$ cat src/rtl/rsp_cap_pkg.sv
package rsp_cap_pkg;
  typedef enum logic [1:0] {
    RK_NONE      = 2'd0,
    RK_SHORT_CRC = 2'd1,
    RK_LONG      = 2'd2,
    RK_SHORT_RAW = 2'd3
  } rsp_kind_e;

  typedef enum logic [1:0] {
    CS_IDLE = 2'd0,
    CS_WAIT = 2'd1,
    CS_RECV = 2'd2
  } cap_state_e;
endpackage

$ cat src/rtl/rsp_timeout_ctr.sv
module rsp_timeout_ctr #(
  parameter int CNT_W = 8
) (
  input  logic             clk,
  input  logic             rst_n,
  input  logic             clear,
  input  logic             run,
  input  logic             tick,
  input  logic [CNT_W-1:0] limit,
  output logic             expired
);
  logic [CNT_W-1:0] cnt;
  logic [CNT_W:0]   next_cnt;

  assign next_cnt = {1'b0, cnt} + (CNT_W+1)'(1);
  assign expired  = run && tick && (next_cnt >= {1'b0, limit});

  always_ff @(posedge clk or negedge rst_n) begin
    if (!rst_n)                      cnt <= '0;
    else if (clear)                  cnt <= '0;
    else if (run && tick && !expired) cnt <= next_cnt[CNT_W-1:0];
  end
endmodule

$ cat src/rtl/rsp_shift_reg.sv
module rsp_shift_reg #(
  parameter int W = 128
) (
  input  logic         clk,
  input  logic         rst_n,
  input  logic         clear,
  input  logic         shift,
  input  logic         din,
  output logic [W-1:0] q
);
  always_ff @(posedge clk or negedge rst_n) begin
    if (!rst_n)     q <= '0;
    else if (clear) q <= '0;
    else if (shift) q <= {q[W-2:0], din};
  end
endmodule

$ cat src/rtl/rsp_word_port.sv
module rsp_word_port #(
  parameter int WORD_W     = 16,
  parameter int STORE_W    = 128,
  parameter int SHORT_BITS = 48,
  parameter int PTR_W      = 4
) (
  input  logic [STORE_W-1:0] store,
  input  logic               is_long,
  input  logic [PTR_W-1:0]   ptr,
  input  logic [PTR_W-1:0]   nwords,
  output logic [WORD_W-1:0]  word
);
  localparam int LONG_WORDS  = STORE_W / WORD_W;
  localparam int SHORT_WORDS = SHORT_BITS / WORD_W;

  logic [WORD_W-1:0] lw [LONG_WORDS];
  logic [WORD_W-1:0] sw [SHORT_WORDS];

  generate
    for (genvar g = 0; g < LONG_WORDS; g++) begin : g_long
      assign lw[g] = store[STORE_W-1-WORD_W*g -: WORD_W];
    end
    for (genvar g = 0; g < SHORT_WORDS; g++) begin : g_short
      assign sw[g] = store[SHORT_BITS-1-WORD_W*g -: WORD_W];
    end
  endgenerate

  always_comb begin
    word = '0;
    if (ptr < nwords) begin
      if (is_long) begin
        for (int i = 0; i < LONG_WORDS; i++)
          if (ptr == PTR_W'(i)) word = lw[i];
      end else begin
        for (int i = 0; i < SHORT_WORDS; i++)
          if (ptr == PTR_W'(i)) word = sw[i];
      end
    end
  end
endmodule

$ cat src/rtl/rsp_capture.sv
module rsp_capture
  import rsp_cap_pkg::*;
#(
  parameter int WORD_W     = 16,
  parameter int SHORT_BITS = 48,
  parameter int LONG_BITS  = 136,
  parameter int LONG_SKIP  = 8,
  parameter int TO_W       = 8
) (
  input  logic              clk,
  input  logic              rst_n,
  input  logic              cmd_start,
  input  logic [1:0]        cmd_kind,
  input  logic              card_tick,
  input  logic              lim_we,
  input  logic [TO_W-1:0]   lim_wdata,
  input  logic              rx_valid,
  output logic              rx_ready,
  input  logic              rx_bit,
  input  logic              crc_ok,
  output logic              resp_done,
  output logic              resp_timeout,
  output logic              resp_crc_err,
  input  logic              rd_pop,
  output logic [WORD_W-1:0] rd_data
);
  localparam int STORE_W     = LONG_BITS - LONG_SKIP;
  localparam int LONG_WORDS  = STORE_W / WORD_W;
  localparam int SHORT_WORDS = SHORT_BITS / WORD_W;
  localparam int BC_W        = $clog2(LONG_BITS + 1);
  localparam int PTR_W       = $clog2(LONG_WORDS + 1);

  cap_state_e        state;
  rsp_kind_e         kind_q;
  rsp_kind_e         kind_in;
  logic [BC_W-1:0]   bitcnt;
  logic [BC_W-1:0]   bit_last;
  logic [PTR_W-1:0]  ptr;
  logic [PTR_W-1:0]  nwords;
  logic [TO_W-1:0]   limit_q;
  logic [STORE_W-1:0] store;
  logic              take;
  logic              start_seen;
  logic              shift_en;
  logic              expired;

  assign kind_in    = rsp_kind_e'(cmd_kind);
  assign rx_ready   = (state == CS_WAIT) || (state == CS_RECV);
  assign take       = rx_valid && rx_ready;
  assign start_seen = take && (state == CS_WAIT) && !rx_bit;
  assign shift_en   = !cmd_start && (start_seen || (take && state == CS_RECV));
  assign bit_last   = (kind_q == RK_LONG) ? BC_W'(LONG_BITS - 1) : BC_W'(SHORT_BITS - 1);

  always_ff @(posedge clk or negedge rst_n) begin
    if (!rst_n)      limit_q <= '1;
    else if (lim_we) limit_q <= lim_wdata;
  end

  rsp_timeout_ctr #(.CNT_W(TO_W)) u_to (
    .clk     (clk),
    .rst_n   (rst_n),
    .clear   (cmd_start),
    .run     (state == CS_WAIT && !start_seen),
    .tick    (card_tick),
    .limit   (limit_q),
    .expired (expired)
  );

  rsp_shift_reg #(.W(STORE_W)) u_sr (
    .clk   (clk),
    .rst_n (rst_n),
    .clear (cmd_start),
    .shift (shift_en),
    .din   (rx_bit),
    .q     (store)
  );

  rsp_word_port #(
    .WORD_W(WORD_W), .STORE_W(STORE_W), .SHORT_BITS(SHORT_BITS), .PTR_W(PTR_W)
  ) u_port (
    .store   (store),
    .is_long (kind_q == RK_LONG),
    .ptr     (ptr),
    .nwords  (nwords),
    .word    (rd_data)
  );

  always_ff @(posedge clk or negedge rst_n) begin
    if (!rst_n) begin
      state        <= CS_IDLE;
      kind_q       <= RK_NONE;
      bitcnt       <= '0;
      ptr          <= '0;
      nwords       <= '0;
      resp_done    <= 1'b0;
      resp_timeout <= 1'b0;
      resp_crc_err <= 1'b0;
    end else if (cmd_start) begin
      state        <= (kind_in == RK_NONE) ? CS_IDLE : CS_WAIT;
      kind_q       <= kind_in;
      bitcnt       <= '0;
      ptr          <= '0;
      nwords       <= '0;
      resp_done    <= (kind_in == RK_NONE);
      resp_timeout <= 1'b0;
      resp_crc_err <= 1'b0;
    end else begin
      if (rd_pop && ptr < PTR_W'(LONG_WORDS)) ptr <= ptr + 1'b1;
      case (state)
        CS_WAIT: begin
          if (start_seen) begin
            state  <= CS_RECV;
            bitcnt <= BC_W'(1);
          end else if (expired) begin
            state        <= CS_IDLE;
            resp_done    <= 1'b1;
            resp_timeout <= 1'b1;
          end
        end
        CS_RECV: begin
          if (take) begin
            if (bitcnt == bit_last) begin
              state        <= CS_IDLE;
              resp_done    <= 1'b1;
              nwords       <= (kind_q == RK_LONG) ? PTR_W'(LONG_WORDS) : PTR_W'(SHORT_WORDS);
              resp_crc_err <= (kind_q == RK_SHORT_CRC) && !crc_ok;
            end else begin
              bitcnt <= bitcnt + 1'b1;
            end
          end
        end
        default: ;
      endcase
    end
  end
endmodule

$ cat config.mk
export PLATFORM = sky130hd
export DESIGN_NAME = rsp_capture
export DESIGN_NICKNAME = d
export VERILOG_FILES = /design/src/rtl/rsp_cap_pkg.sv /design/src/rtl/rsp_timeout_ctr.sv /design/src/rtl/rsp_shift_reg.sv /design/src/rtl/rsp_word_port.sv /design/src/rtl/rsp_capture.sv
export SDC_FILE = /design/constraint.sdc
export NUM_CORES = 1
export LEC_CHECK = 0
export BUFFER_PORTS_ARGS = -buffer_cell sky130_fd_sc_hd__buf_2
export CORE_MARGIN = 2
export CORE_UTILIZATION = 60
export DETAILED_ROUTE_END_ITERATION = 10
export PLACE_DENSITY = 0.89
export SLEW_MARGIN = 20
export SYNTH_ARGS = -nofsm -noshare
export SYNTH_HDL_FRONTEND = slang
export SYNTH_SLANG_ARGS = --single-unit
$ cat constraint.sdc
create_clock -name clk -period 5 [get_ports clk]
set_input_delay 0.5 -clock clk [delete_from_list [all_inputs] [get_ports clk]]
set_output_delay 0.5 -clock clk [all_outputs]
set_load 0.1 [all_outputs]
==> PnR_summary.wiki <==
{| class="wikitable"
! Metric !! Value
|-
| Element type at the critical path start || flop
|-
| Total I/O pin count || 39
|-
| Effective utilization at floorplan || 0.616
|-
| Count of flip-flops with a built-in enable after synthesis || 0
|-
| Final count of negative-setup-slack endpoints || 0
|-
| Worst Max-Slew Pin Slew || 1020 ps
|-
| Overall routing resource usage || 0.278
|-
| Post-route setup TNS || 0 ps
|-
| Routed length per placed instance || 16.9 microns
|-
| Final core area utilization || 0.670
|-
| Iteration-0 DRC count of the detailed router || 921
|-
| Area post-placement || 9590 sq um
|-
| Die ar. || 16700 sq um
|-
| Mean post-synth cell area || 8.68 sq um
|-
| Half-perimeter wire length after placement || 13.4 mm
|-
| Area of the multi-input gates || 4750 sq um
|-
| CTS Buf Count || 17
|-
| Worst endpoint data arrival time || 3610 ps
|-
| Switching Power || 831 uW
|-
| Number of diodes added for antenna fixing || 0
|-
| Antenna-violating nets left || 0
|-
| Final #Nets || 1107
|-
| Die extent in x || 129 microns
|-
| Worst Reg2Reg Path Length in Cells || 11
|-
| Highest clock rate || 243 MHz
|-
| Seq/Total Area, Yosys || 0.440
|-
| RSZ-0062 raised after global routing || false
|-
| Routability Congestion || 0.835
|-
| Number of pins exceeding their max-slew limit in the final report || 0
|-
| Drt via density || 6.12
|-
| Dominant cell type by area after synthesis || sky130_fd_sc_hd__dfrtp_1
|-
| Hold-fix buffers at CTS || 0
|-
| Outcome || finished clean
|-
| Later-pin clock latency in the skew report || 430 ps
|-
| Synth Net Count || 1120
|-
| Sequential share of power || 0.430
|-
| Most instantiated cells after synthesis || sky130_fd_sc_hd__nand2_1 (184), sky130_fd_sc_hd__o21ai_0 (174), sky130_fd_sc_hd__dfrtp_1 (157)
|-
| Clock root buffer master || sky130_fd_sc_hd__clkbuf_16
|-
| Netlist cell types || 73
|-
| Combinational share of power || 0.125
|-
| Overall via count from detail_route || 7919
|-
| Total clock sinks || 165
|-
| Static Leakage || 4.13 nW
|-
| Cell-internal power || 2.36 mW
|-
| CTS clock-pin slew for the worst setup and hold paths || 60 ps
|-
| Largest net degree at the start of global routing || 255
|-
| Remaining design rule violation count || 0
|-
| Proportion of layout cells with a drive suffix above 1 || 0.0997
|-
| FILL cells || 1171
|-
| Number of antenna violations at the first check in global routing || 0
|-
| Critical path class || reg2out
|-
| HP Class || in2async
|-
| Ratio of final minimum period to clock period || 0.823
|-
| Biggest fanout along the worst timing path || 14
|-
| Number of global-route vias before repair || 7353
|-
| Required time at the worst-slack endpoint || 4500 ps
|-
| Total iterations of the first detailed-routing run || 7
|-
| Cell with the most instances after synthesis || sky130_fd_sc_hd__nand2_1
|-
| GR Overflow Total || 0
|-
| I/O Buffers || 38
|-
| Core Region || 15300 sq um
|-
| Post-synth top flop || sky130_fd_sc_hd__dfrtp_1
|-
| IR Drop Worst-Case VDD || 0.000304 V
|-
| Top cells by area in the synthesized netlist || sky130_fd_sc_hd__dfrtp_1 (42%), sky130_fd_sc_hd__o21ai_0 (9.3%), sky130_fd_sc_hd__nand2b_1 (8.2%)
|-
| Max capacitance violation total || 0
|-
| Skew final || 8.00 ps
|-
| Number of instances in the synthesized netlist || 1083
|-
| Share of Yosys cell area claimed by the top area cell type || 0.418
|-
| Cells resized by post-CTS repair || 0
|-
| Wire length of the first global-routing pass || 36.7 mm
|-
| Number of standard-cell rows in the floorplan || 45
|-
| Vertical die dimension || 129 microns
|-
| Clock tree from TritonCTS || built
|-
| Wire length after detailed routing || 21.9 mm
|-
| Yosys warnings || 0
|-
| Areal power density over the cells || 312 nW/um^2
|-
| Clock share of power || 0.445
|-
| Share of total power consumed by net switching || 0.261
|-
| Final non-filler cell area || 10200 sq um
|-
| Worst relative slew slack || 0.317
|-
| Bufs on Longest Clock Path || 2
|-
| Synthesis-to-finish area growth || 8.76%
|-
| Kind of capture point of the worst setup path || output port
|-
| H-Tree Depth || 4
|-
| Postcts setup bufs || 0
|-
| Number of synthesized register bits || 165
|-
| Area used by sequential logic in the layout || 4140 sq um
|-
| Proportion of synthesized flip-flops having asynchronous set or reset || 1.00
|-
| Final hold violation count || 0
|-
| Synthesized cell area || 9400 sq um
|-
| Tmin final || 4110 ps
|}
-- power by group through the flow --
stage / Combinational (mW) / Clock, mW / Sequential, mW
final: 0.398 / 1.42 / 1.37
after global routing: 0.436 / 1.49 / 1.37
after CTS: 0.394 / 1.43 / 1.37
after detailed placement: 0.390 / 0 / 1.39
after global placement: 0.384 / 0 / 1.39
after floorplan: 0.278 / 0 / 1.40
-- path summary, 6_finish.rpt --
| check | start | end | slack (ps) |
|---|---|---|---|
| worst max-delay path | kind_q[0] | rd_data[13] | 890 |
| worst min-delay path | rst_n | u_to.cnt[0] | 130 |
| max in group asynchronous | rst_n | u_sr.q[34] | 3840 |
| worst min register to register | u_sr.q[103] | u_sr.q[103] | 480 |
| min in group clk | lim_wdata[6] | limit_q[6] | 270 |
| worst max register to register | u_to.cnt[0] | u_to.cnt[5] | 1850 |
-- per-layer routing --
metal | vias up | GRT usage | wire (microns)
li1 | 3748 | - | -
met1 | 3797 | 0.373 | 9230
met2 | 321 | 0.436 | 10600
met3 | 53 | 0.0595 | 1350
met4 | 0 | 0.124 | 687
met5 | - | 0 | 0
-- layout by cell type, fill, tap and decap left out, types with 6 or more instances in the layout --
cell type,count
sky130_fd_sc_hd__a2111oi_0,10
sky130_fd_sc_hd__ha_1,18
sky130_fd_sc_hd__nor2_1,27
sky130_fd_sc_hd__nand3_1,12
sky130_fd_sc_hd__buf_2,36
sky130_fd_sc_hd__buf_4,13
sky130_fd_sc_hd__clkbuf_16,17
sky130_fd_sc_hd__o21ai_0,174
sky130_fd_sc_hd__o31ai_1,18
sky130_fd_sc_hd__inv_1,32
sky130_fd_sc_hd__a21oi_1,38
sky130_fd_sc_hd__xor2_1,6
sky130_fd_sc_hd__nand2_1,184
sky130_fd_sc_hd__nand2b_1,123
sky130_fd_sc_hd__dfstp_2,8
sky130_fd_sc_hd__a221oi_1,11
sky130_fd_sc_hd__a22oi_1,44
sky130_fd_sc_hd__o21ai_1,9
sky130_fd_sc_hd__or4_1,8
sky130_fd_sc_hd__nor2b_1,26
sky130_fd_sc_hd__dfrtp_1,157
sky130_fd_sc_hd__a2bb2oi_1,12
-- worst max-delay path, cell delays in order, from the launching register on --
cell	delay, ps
sky130_fd_sc_hd__dfrtp_1	430
sky130_fd_sc_hd__nor2b_1	670
sky130_fd_sc_hd__nand2b_1	250
sky130_fd_sc_hd__a211oi_2	900
sky130_fd_sc_hd__o21ai_0	230
sky130_fd_sc_hd__o211ai_1	230
sky130_fd_sc_hd__buf_2	460
-- final cells by class --
cell class / instances / area share
Tap cell: 211 / 0.0258
Timing Repair Buffer: 51 / 0.0302
Inverter: 32 / 0.0118
Sequential cell: 165 / 0.405
Clock inverter: 8 / 0.0142
Clock buffer: 24 / 0.0481
Multi-Input combinational cell: 803 / 0.465
-- metrics by stage --
stage	total power [mW]	setup slack, ps	hold slack [ps]	instances
after global placement	1.78	1610	460	1262
after CTS	3.20	1030	160	1294
final	3.19	887	129	1294
after floorplan	1.68	680	204	1083
after detailed placement	1.78	1510	468	1262
after global routing	3.30	811	207	1294
-- sequential cells by signal (all words and copies together), names as in the netlist --
register,cells
state,2
limit_q,8
resp_done,1
ptr,4
u_to.cnt,8
resp_crc_err,1
nwords,2
kind_q,2
u_sr.q,128
bitcnt,8
resp_timeout,1
-- cells by family (layout without fill, tap and decap cells) --
family | Yosys count | count (layout) | synth area share
compound gates | 356 | 356 | 0.241
mux | 7 | 7 | 0.00812
fa+ha+maj | 18 | 18 | 0.0240
simple gates | 411 | 411 | 0.221
xor+xnor | 11 | 11 | 0.0103
flops | 165 | 165 | 0.440
buf+inv | 115 | 115 | 0.0558
Note: power is estimated with default switching activity, not from simulation.
